**src/rtl/clksw_pkg.sv**
```systemverilog
package clksw_pkg;
  localparam logic [1:0] ADDR_OSC = 2'd0;
  localparam logic [1:0] ADDR_DIV = 2'd1;
  localparam logic [1:0] ADDR_KEY = 2'd2;
  localparam int SRC_W    = 3;
  localparam int DIV_W    = 4;
  localparam int STEP_W   = 8;
  localparam int NEW_LSB  = 8;
  localparam int CUR_LSB  = 12;
  localparam int STEP_LSB = 8;
  localparam int CODE_LSB = 20;
endpackage

```
**src/rtl/clksw_unlock.sv**
```systemverilog
module clksw_unlock
  import clksw_pkg::*;
#(
  parameter logic [31:0] KEY_A = 32'hA5A5_0F0F,
  parameter logic [31:0] KEY_B = 32'h5A5A_F0F0,
  parameter int          WIN   = 16
) (
  input  logic        clk_i,
  input  logic        rst_ni,
  input  logic        we_i,
  input  logic [1:0]  addr_i,
  input  logic [31:0] wdata_i,
  output logic        open_o
);
  localparam int TW = $clog2(WIN + 1);

  logic          first_q;
  logic [TW-1:0] tmr_q;
  logic          key_wr, prot_wr, key_b_hit;

  assign key_wr    = we_i && (addr_i == ADDR_KEY);
  assign prot_wr   = we_i && (addr_i == ADDR_OSC || addr_i == ADDR_DIV);
  assign key_b_hit = key_wr && first_q && (wdata_i == KEY_B);

  always_ff @(posedge clk_i or negedge rst_ni) begin
    if (!rst_ni) begin
      first_q <= 1'b0;
      tmr_q   <= '0;
    end else begin
      if (we_i) first_q <= key_wr && (wdata_i == KEY_A);
      if (key_b_hit)          tmr_q <= TW'(WIN);
      else if (prot_wr)       tmr_q <= '0;
      else if (tmr_q != '0)   tmr_q <= tmr_q - 1'b1;
    end
  end

  assign open_o = (tmr_q != '0);

  assert_window_closes_R3: assert property (@(posedge clk_i) disable iff (!rst_ni)
    prot_wr |=> !open_o);
  assert_open_needs_key_R2: assert property (@(posedge clk_i) disable iff (!rst_ni)
    (tmr_q > $past(tmr_q)) |-> $past(first_q && key_wr));
endmodule

```
**src/rtl/clksw_switch.sv**
```systemverilog
module clksw_switch
  import clksw_pkg::*;
#(
  parameter int NUM_SRC = 6,
  parameter int STABLE  = 4
) (
  input  logic               clk_i,
  input  logic               rst_ni,
  input  logic               wr_i,
  input  logic [SRC_W-1:0]   new_i,
  input  logic               swen_i,
  input  logic [NUM_SRC-1:0] src_ready_i,
  output logic [SRC_W-1:0]   cur_o,
  output logic [SRC_W-1:0]   new_o,
  output logic               swen_o
);
  localparam int NCODE = 1 << SRC_W;
  localparam int CW    = $clog2(STABLE + 1);

  logic [NCODE-1:0] rdy_pad;
  logic [SRC_W-1:0] cur_q, new_q;
  logic             swen_q, rdy_ok;
  logic [CW-1:0]    cnt_q;

  for (genvar i = 0; i < NCODE; i++) begin : g_pad
    if (i < NUM_SRC) begin : g_src
      assign rdy_pad[i] = src_ready_i[i];
    end else begin : g_none
      assign rdy_pad[i] = 1'b0;
    end
  end

  assign rdy_ok = rdy_pad[new_q];

  always_ff @(posedge clk_i or negedge rst_ni) begin
    if (!rst_ni) begin
      cur_q  <= '0;
      new_q  <= '0;
      swen_q <= 1'b0;
      cnt_q  <= '0;
    end else if (swen_q) begin
      if (!rdy_ok) begin
        swen_q <= 1'b0;
        cnt_q  <= '0;
      end else if (cnt_q == CW'(STABLE - 1)) begin
        cur_q  <= new_q;
        swen_q <= 1'b0;
        cnt_q  <= '0;
      end else begin
        cnt_q <= cnt_q + 1'b1;
      end
    end else if (wr_i) begin
      new_q  <= new_i;
      swen_q <= swen_i;
    end
  end

  assign cur_o  = cur_q;
  assign new_o  = new_q;
  assign swen_o = swen_q;

  assert_commit_src_R5: assert property (@(posedge clk_i) disable iff (!rst_ni)
    !$stable(cur_q) |-> ($past(swen_q) && cur_q == $past(new_q) && !swen_q));
  assert_commit_ready_R6: assert property (@(posedge clk_i) disable iff (!rst_ni)
    !$stable(cur_q) |-> $past(rdy_ok));
  assert_new_hold_R7: assert property (@(posedge clk_i) disable iff (!rst_ni)
    swen_q |=> $stable(new_q));
endmodule

```
**src/rtl/clksw_postdiv.sv**
```systemverilog
module clksw_postdiv
  import clksw_pkg::*;
(
  input  logic              clk_i,
  input  logic              rst_ni,
  input  logic              wr_i,
  input  logic [DIV_W-1:0]  code_i,
  input  logic [STEP_W-1:0] step_i,
  input  logic              dn_en_i,
  input  logic              up_en_i,
  output logic [DIV_W-1:0]  tgt_o,
  output logic [DIV_W-1:0]  app_o,
  output logic [STEP_W-1:0] step_o,
  output logic              dn_en_o,
  output logic              up_en_o,
  output logic              busy_o
);
  logic [DIV_W-1:0]  tgt_q, app_q;
  logic [STEP_W-1:0] step_q, cnt_q;
  logic              dn_q, up_q, rising, slew_en;

  assign rising  = tgt_q > app_q;
  assign slew_en = rising ? dn_q : up_q;

  always_ff @(posedge clk_i or negedge rst_ni) begin
    if (!rst_ni) begin
      tgt_q  <= '0;
      step_q <= '0;
      dn_q   <= 1'b0;
      up_q   <= 1'b0;
    end else if (wr_i) begin
      tgt_q  <= code_i;
      step_q <= step_i;
      dn_q   <= dn_en_i;
      up_q   <= up_en_i;
    end
  end

  always_ff @(posedge clk_i or negedge rst_ni) begin
    if (!rst_ni) begin
      app_q <= '0;
      cnt_q <= '0;
    end else if (app_q != tgt_q) begin
      if (!slew_en) begin
        app_q <= tgt_q;
        cnt_q <= '0;
      end else if (cnt_q == step_q) begin
        app_q <= rising ? app_q + 1'b1 : app_q - 1'b1;
        cnt_q <= '0;
      end else begin
        cnt_q <= cnt_q + 1'b1;
      end
    end else begin
      cnt_q <= '0;
    end
  end

  assign tgt_o   = tgt_q;
  assign app_o   = app_q;
  assign step_o  = step_q;
  assign dn_en_o = dn_q;
  assign up_en_o = up_q;
  assign busy_o  = (app_q != tgt_q);

  assert_step_one_R11: assert property (@(posedge clk_i) disable iff (!rst_ni)
    (busy_o && slew_en) |=> (app_q == $past(app_q) ||
                             app_q == DIV_W'($past(app_q) + 1'b1) ||
                             app_q == DIV_W'($past(app_q) - 1'b1)));
  assert_idle_hold_R10: assert property (@(posedge clk_i) disable iff (!rst_ni)
    !busy_o |=> $stable(app_q));
  assert_no_overshoot_R11: assert property (@(posedge clk_i) disable iff (!rst_ni)
    (busy_o && rising) |=> app_q <= $past(tgt_q));
endmodule

```
**src/rtl/clksw_ctrl.sv**
```systemverilog
module clksw_ctrl
  import clksw_pkg::*;
#(
  parameter int          NUM_SRC = 6,
  parameter int          STABLE  = 4,
  parameter int          WIN     = 16,
  parameter logic [31:0] KEY_A   = 32'hA5A5_0F0F,
  parameter logic [31:0] KEY_B   = 32'h5A5A_F0F0
) (
  input  logic               clk_i,
  input  logic               rst_ni,
  input  logic               bus_we_i,
  input  logic [1:0]         bus_addr_i,
  input  logic [31:0]        bus_wdata_i,
  output logic [31:0]        bus_rdata_o,
  input  logic [NUM_SRC-1:0] src_ready_i,
  output logic [2:0]         clk_sel_o,
  output logic [3:0]         div_code_o
);
  logic              open, osc_wr, div_wr;
  logic [SRC_W-1:0]  cur, nsrc;
  logic              swen, busy, dn_en, up_en;
  logic [DIV_W-1:0]  tgt, app;
  logic [STEP_W-1:0] step;
  logic [31:0]       osc_rd, div_rd;

  assign osc_wr = bus_we_i && open && (bus_addr_i == ADDR_OSC);
  assign div_wr = bus_we_i && open && (bus_addr_i == ADDR_DIV);

  clksw_unlock #(.KEY_A(KEY_A), .KEY_B(KEY_B), .WIN(WIN)) u_unlock (
    .clk_i, .rst_ni, .we_i(bus_we_i), .addr_i(bus_addr_i),
    .wdata_i(bus_wdata_i), .open_o(open)
  );

  clksw_switch #(.NUM_SRC(NUM_SRC), .STABLE(STABLE)) u_switch (
    .clk_i, .rst_ni, .wr_i(osc_wr),
    .new_i(bus_wdata_i[NEW_LSB +: SRC_W]), .swen_i(bus_wdata_i[0]),
    .src_ready_i, .cur_o(cur), .new_o(nsrc), .swen_o(swen)
  );

  clksw_postdiv u_postdiv (
    .clk_i, .rst_ni, .wr_i(div_wr),
    .code_i(bus_wdata_i[CODE_LSB +: DIV_W]), .step_i(bus_wdata_i[STEP_LSB +: STEP_W]),
    .dn_en_i(bus_wdata_i[1]), .up_en_i(bus_wdata_i[2]),
    .tgt_o(tgt), .app_o(app), .step_o(step), .dn_en_o(dn_en), .up_en_o(up_en),
    .busy_o(busy)
  );

  always_comb begin
    osc_rd = '0;
    osc_rd[0] = swen;
    osc_rd[NEW_LSB +: SRC_W] = nsrc;
    osc_rd[CUR_LSB +: SRC_W] = cur;
    div_rd = '0;
    div_rd[0] = busy;
    div_rd[1] = dn_en;
    div_rd[2] = up_en;
    div_rd[STEP_LSB +: STEP_W] = step;
    div_rd[CODE_LSB +: DIV_W] = tgt;
    case (bus_addr_i)
      ADDR_OSC: bus_rdata_o = osc_rd;
      ADDR_DIV: bus_rdata_o = div_rd;
      default:  bus_rdata_o = '0;
    endcase
  end

  assign clk_sel_o  = cur;
  assign div_code_o = app;

  assert_locked_div_R4: assert property (@(posedge clk_i) disable iff (!rst_ni)
    (bus_we_i && bus_addr_i == ADDR_DIV && !open) |=> $stable(tgt) && $stable(step));
  assert_locked_osc_R4: assert property (@(posedge clk_i) disable iff (!rst_ni)
    (bus_we_i && bus_addr_i == ADDR_OSC && !open && !swen) |=> $stable(nsrc) && !swen);
endmodule

```
**config.mk**
```make
export PLATFORM = sky130hd
export DESIGN_NAME = clksw_ctrl
export DESIGN_NICKNAME = d
export VERILOG_FILES = /design/src/rtl/clksw_pkg.sv /design/src/rtl/clksw_unlock.sv /design/src/rtl/clksw_switch.sv /design/src/rtl/clksw_postdiv.sv /design/src/rtl/clksw_ctrl.sv
export SDC_FILE = /design/constraint.sdc
export NUM_CORES = 1
export LEC_CHECK = 0
export CAP_MARGIN = 20
export CORE_MARGIN = 5
export CORE_UTILIZATION = 49
export CTS_BUF_LIST = sky130_fd_sc_hd__clkbuf_8
export DETAILED_ROUTE_END_ITERATION = 8
export PLACE_DENSITY = 0.83
export SYNTH_ARGS = -nofsm -noshare
export SYNTH_HDL_FRONTEND = slang
export SYNTH_HIERARCHICAL = 1
export SYNTH_SLANG_ARGS = --single-unit
```
**constraint.sdc**
```tcl
create_clock -name clk_i -period 2.76 [get_ports clk_i]
set_input_delay 0.552 -clock clk_i [delete_from_list [all_inputs] [get_ports clk_i]]
set_output_delay 0.552 -clock clk_i [all_outputs]
set_load 0.01 [all_outputs]
```
---- Yosys cells after proc, flatten, opt, wreduce, memory -nomap -nowiden ----
Index checks and enable logic that the tools add are counted.
word-level totals
  memory bits (writable) .................. 0
  register bits after elaboration ......... 42
  memory bits (read-only) ................. 0
  output and inout bits ................... 39
  bits in latches ......................... 0
  memories ................................ 0
operators by class
  $add $sub $neg .......................... 5
  multiply operators ...................... 0
  reductions and logical operators ........ 15
  bitwise operators ....................... 1
  order comparisons ....................... 2
  div/mod/pow operators ................... 0
  shift-type cells ........................ 0
  multiplexer cells ....................... 19
  equality and inequality tests ........... 8
operators with widths
  operator                                                     count
  case mux 24 bit (2 select lines)                             1
  == test 32 x 31 -> 1 bit (second input constant)             1
  == test 32 bit (second input constant)                       1
  two-way mux 8 bit                                            3
  two-way mux 5 bit                                            3
  two-way mux 4 bit                                            3
  adder 8 x 1 -> 8 bit (second input constant)                 1
  == test 8 bit                                                1
  logical AND 1 bit                                            8
  two-way mux 1 bit                                            6
  two-way mux 3 bit                                            2
  nonzero test 5 bit                                           1
  subtractor 5 x 1 -> 5 bit (second input constant)            1
  adder 4 x 1 -> 4 bit (second input constant)                 1
  > comparator 4 bit                                           1
  less-than comparator 3 x 4 -> 1 bit (second input constant)  1
  != test 4 bit                                                1
  AND reduction 2 bit                                          2
  subtractor 4 x 1 -> 4 bit (second input constant)            1
  adder 3 x 1 -> 3 bit (second input constant)                 1
  binary-select mux 1 bit (select 3 bit)                       1
  == test 3 x 2 -> 1 bit (second input constant)               1
  AND reduction 3 bit                                          1
  nonzero test 3 bit                                           1
  6 further kinds                                              6

---- Logic depth before layout (Yosys ltp) ----
  word-level depth ........................ 5
  gate-level depth with buffers ........... 12
  depth with buffers taken out ............ 12

---- By module ----
Netlist, hierarchy kept.
modules (own cells, without submodules)
  module         sequential area each (um^2)  cells an instance  area each (um^2)  instances
  clksw_postdiv  650.6                        123                1403.8            1
  clksw_unlock   150.1                        55                 539.3             1
  clksw_switch   250.2                        40                 494.2             1
  clksw_ctrl     0.0                          46                 335.3             1

---- Worst setup path after synthesis ----
OpenSTA, ideal clock, no wires.
  kind .................................... register to register
  start ................................... register u_postdiv.app_q[1], in the netlist u_postdiv/app_o[1]
  end ..................................... register u_postdiv.app_q[3], in the netlist u_postdiv/app_o[3]
  cell stages (with the launch flop) ...... 13
  required time ........................... 2.674 ns
  period minus slack after synthesis ...... 2.616 ns
  setup slack ............................. 0.144 ns
  path buffers ............................ 0
  setup time .............................. 0.086 ns
  data arrival time ....................... 2.531 ns
  cell sequence ........................... dfrtp_1 -> inv_1 -> ha_1 -> nor2b_2 -> o211ai_2 -> nand2_1 -> nand2_1 -> ha_1 -> a21o_1 -> a21oi_1 -> xnor2_1 -> mux2_2 -> a32oi_1
on the way
  word-level cells in the longest chain between the ends .. 4
  elaborated cells on any way between the ends .. 10
  classes of those cells .................. add/sub: 2; order compare: 1; eq/ne: 2; mux: 4; reduce/logical: 1
RTL lines
  item                                                      RTL line                                  text
  start, declared                                           clksw_postdiv.sv:18                       logic [DIV_W-1:0] tgt_q, app_q;
  start signal, assigned                                    clksw_postdiv.sv:45                       app_q <= tgt_q;
  start signal, assigned                                    clksw_postdiv.sv:48                       app_q <= rising ? app_q + 1'b1 : app_q - 1'b1;
  subtractor 4 x 1 -> 4 bit (tied with other cells)         clksw_postdiv.sv:48
  two-way mux 4 bit or two-way mux 1 bit (tied branches)    clksw_postdiv.sv:48, clksw_postdiv.sv:23
  two-way mux 4 bit or != test 2 bit (tied branches)        n/a
  two-way mux 4 bit or AND reduction 2 bit (tied branches)  n/a
Several ways; a longest one is shown, not always the timed one. The select of a mux whose other input is x is not followed.
A chain may end at the register's enable or synchronous reset.

---- Final worst setup path ----
  start ................................... register u_postdiv.tgt_q[1], in the netlist u_postdiv/tgt_o[1]
  end ..................................... register u_postdiv.app_q[3], in the netlist u_postdiv/app_o[3]
on the way
  word-level cells in the longest chain between the ends .. 4
  elaborated cells on any way between the ends .. 8
  classes of those cells .................. order compare: 1; eq/ne: 2; mux: 4; reduce/logical: 1
RTL lines
  item                                                                       RTL line                                  text
  start, declared                                                            clksw_postdiv.sv:18
  start signal, assigned                                                     clksw_postdiv.sv:32                       tgt_q <= code_i;
  > comparator 4 bit                                                         clksw_postdiv.sv:22                       assign rising = tgt_q > app_q;
  two-way mux 1 bit or two-way mux 4 bit (tied branches)                     clksw_postdiv.sv:23, clksw_postdiv.sv:48
  != test 2 bit (no source line) or two-way mux 4 bit (tied branches)        n/a
  AND reduction 2 bit (no source line) or two-way mux 4 bit (tied branches)  n/a
Several ways; a longest one is shown, not always the timed one. The select of a mux whose other input is x is not followed.

==> flow_metrics.env <==
export IMPL_synth_area_per_cell_um2=10.5
export IMPL_synthArstFlopShare_pct=100
export IMPL_leakage_uw=0.00160
export IMPL_initial_core_util_pct=50.4
export IMPL_synth_top_cell_by_area="dfrtp_1"
export IMPL_yosys_warnings=6
export IMPL_antenna_found_initial=0
export IMPL_hp_class="input pin to asynchronous set/reset pin"
export IMPL_crit_end="u_postdiv/app_o[3]"
export IMPL_synth_area_leaders="dfrtp_1, mux2_2, buf_4"
export IMPL_setup_ws_ns=0.146
export IMPL_area_growth_syn_to_layout_pct=28.9
export IMPL_antenna_cells=0
export IMPL_row_count=27
export IMPL_synth_main_ff_cell="dfrtp_1"
export IMPL_clk_pin_slew_ns=0.08
export IMPL_synthCells=264
export IMPL_coreArea_um2=5510
export IMPL_dp_slack_ns=0.162
export IMPL_clk_insertion_delay_late_ns=0.29
export IMPL_cts_buffers=5
export IMPL_min_period_ns=2.61
export IMPL_rsz0062_at_grt="no"
export IMPL_postRouteWirelength_mm=6.71
export IMPL_slew_violations=0
export IMPL_dieArea_um2=7260
export IMPL_nFillCells=439
export IMPL_firstDrtPassIters=4
export IMPL_grt_pass1_wl_mm=11.1
export IMPL_seq_area_um2=1050
export IMPL_drv_cap=0
export IMPL_crit_arrival_ns=2.83
export IMPL_status="finished clean"
export IMPL_power_uw=3350
export IMPL_grt_max_degree=43
export IMPL_max_slew_margin_pct=37.3
export IMPL_cts_htree_levels=2
export IMPL_multi_input_area_um2=1580
export IMPL_powerDensity_nw_per_um2=936
export IMPL_wl_per_cell_um=16.2
export IMPL_dpl_hpwl_mm=5.26
export IMPL_track_usage_pct=18.8
export IMPL_synth_area_um2=2770
export IMPL_finalSetupTns_ns=0
export IMPL_numPortBuffers=64
export IMPL_reg2reg_depth=11
export IMPL_r2r_start="u_postdiv/tgt_o[1]"
export IMPL_worst_clock_skew_ns=0.00773
export IMPL_cts_sinks=42
export IMPL_synth_edf_count=0
export IMPL_io_pins=82
export IMPL_grt_pass1_vias=2368
export IMPL_fmax_mhz=383
export IMPL_endpoint_kind="flop"
export IMPL_cts_tree="yes"
export IMPL_finalSetupViolCount=0
export IMPL_design_area_um2=3570
export IMPL_fin_nets=395
export IMPL_gp_congestion=0.857
export IMPL_grt_remaining_overflow=0
export IMPL_remaining_drc_errors=0
export IMPL_hold_viol=0
export IMPL_synth_common_cells="dfrtp_1, nor2_1, buf_4"
export IMPL_ys_types=61
export IMPL_place_area_um2=3460
export IMPL_cts_hold_buf=0
export IMPL_vias=2225
export IMPL_finalCritPeriodShare_pct=94.7
export IMPL_final_layout_size_suffix_gt1_share_pct=19.0
export IMPL_worst_pin_slew_ns=0.941
export IMPL_rrSetupSlack_ns=0.15
export IMPL_die_y_um=85.2
export IMPL_viasPerCell=5.37
export IMPL_clock_path_buffers=2
export IMPL_post_route_util_pct=64.9
export IMPL_regToRegEndpoint="u_postdiv/app_o[3]"
export IMPL_critPathLaunchType="flop"
export IMPL_crit_path_start="u_postdiv/tgt_o[1]"
export IMPL_first_iter_violations=89
export IMPL_irDropWorstVdd_mv=0.527
export IMPL_ant_nets=0
export IMPL_root_buffer="clkbuf_8"
export IMPL_synth_seq_cells=42
export IMPL_die_w_um=85.2
export IMPL_seq_area_frac_synth_pct=37.9
export IMPL_yosysTopAreaCellShare_pct=37.9
export IMPL_required_ns=2.97
export IMPL_worstPathMaxFanout=3
export IMPL_synth_most_common_cell="dfrtp_1"
export IMPL_critPathKind="flop to flop"
stage by stage:
stage	cells	hold slack, ns
6_report	414	0.401
3_3_place_gp	403	0.475
5_1_grt	414	0.478
4_1_cts	410	0.434
2_1_floorplan	280	0.256
3_5_place_dp	403	0.494
how the worst min path moves through the flow:
stage,startpoint,end,slack [ns],depth (start not counted)
4_1_cts,rst_ni,u_unlock/tmr_q[2],0.43,1
5_1_grt,rst_ni,u_postdiv/tgt_o[0],0.48,1
6_report,rst_ni,u_unlock/tmr_q[2],0.40,1
2_1_floorplan,rst_ni,u_postdiv/app_o[0],0.26,0
3_3_place_gp,u_switch/cnt_q[1],u_switch/cnt_q[1],0.47,1
3_5_place_dp,u_switch/cnt_q[0],u_switch/cnt_q[0],0.49,1
area by class of cell:
| cell class | instances | area share (%) |
|---|---|---|
| clock buffers | 5 | 1.93 |
| clock inverters | 2 | 0.210 |
| inverters | 13 | 1.44 |
| multi-input cells | 204 | 44.1 |
| flip-flops and latches | 42 | 29.4 |
| well taps | 72 | 2.52 |
| repair buffers | 76 | 20.4 |
routing by layer:
metal  track usage [%]  vias to the layer above  part of all wire, %
met3              4.17                        6                  6.0
met1              23.3                     1082                   43
met5                 0                        -                    0
met2              33.5                       74                   51
met4              4.03                        0                 0.73
li1                  -                     1063                    -
state kept, by name (all words and copies together), names as in the netlist:
| register | cells |
|---|---|
| u_switch/cur_o | 3 |
| u_unlock/tmr_q | 5 |
| u_postdiv/app_o | 4 |
| u_unlock/first_q | 1 |
| u_postdiv/cnt_q | 8 |
| u_postdiv/up_en_o | 1 |
| u_switch/swen_o | 1 |
| u_switch/cnt_q | 3 |
| u_switch/new_o | 3 |
| u_postdiv/tgt_o | 4 |
| u_postdiv/step_o | 8 |
| u_postdiv/dn_en_o | 1 |
timing repair:
item	4_1_cts	5_1_grt
setup endpoints to repair	0	2
buffers inserted	0	4
gates resized for setup	0	1
cells by family after synthesis:
family | synth area share [%]
muxes | 10.1
DFF | 37.9
other | 0.135
buffers and inverters | 7.40
AOI/OAI and AO/OA | 9.12
and+or+nand+nor | 24.9
xor gates and xnor gates | 5.69
adders and majority gates | 4.78
critical path, stage by stage (launching register included):
cell	delay (ns)
dfrtp_1	0.39
ha_1	0.31
nor2b_2	0.16
o211ai_2	0.22
nand2_1	0.11
nand2_1	0.10
ha_1	0.23
a21o_1	0.17
a21oi_1	0.17
xnor2_1	0.14
mux2_2	0.35
a32oi_1	0.19
power by group:
group          leakage [uW]  switching, uW  internal (uW)
Sequential         0.000535            226            832
Clock             0.0000466            203            167
Combinational       0.00101            892           1020
Total               0.00160           1320           2020
cells in the final DEF, fill, tap and decap left out, types with 3 or more instances in the layout:
cell | netlist | final
clkdlybuf4s50_1 | 0 | 62
and4bb_1 | 3 | 3
nor4_1 | 3 | 3
xor2_1 | 4 | 4
xnor2_1 | 14 | 14
and3_1 | 6 | 6
and2_2 | 9 | 9
clkbuf_8 | 0 | 5
mux2_2 | 16 | 16
nor4bb_1 | 6 | 6
nand3_1 | 6 | 6
a32o_1 | 4 | 4
mux2i_1 | 10 | 10
conb_1 | 1 | 17
nand4_1 | 4 | 4
nor3_1 | 4 | 4
nand2b_1 | 3 | 3
nor2_1 | 22 | 22
inv_1 | 12 | 14
dfrtp_1 | 42 | 42
a21oi_1 | 4 | 4
o21ai_0 | 3 | 3
a21o_1 | 3 | 3
ha_1 | 9 | 9
buf_4 | 18 | 12
nand2_1 | 13 | 13
Power figures use the tool's default switching activity.
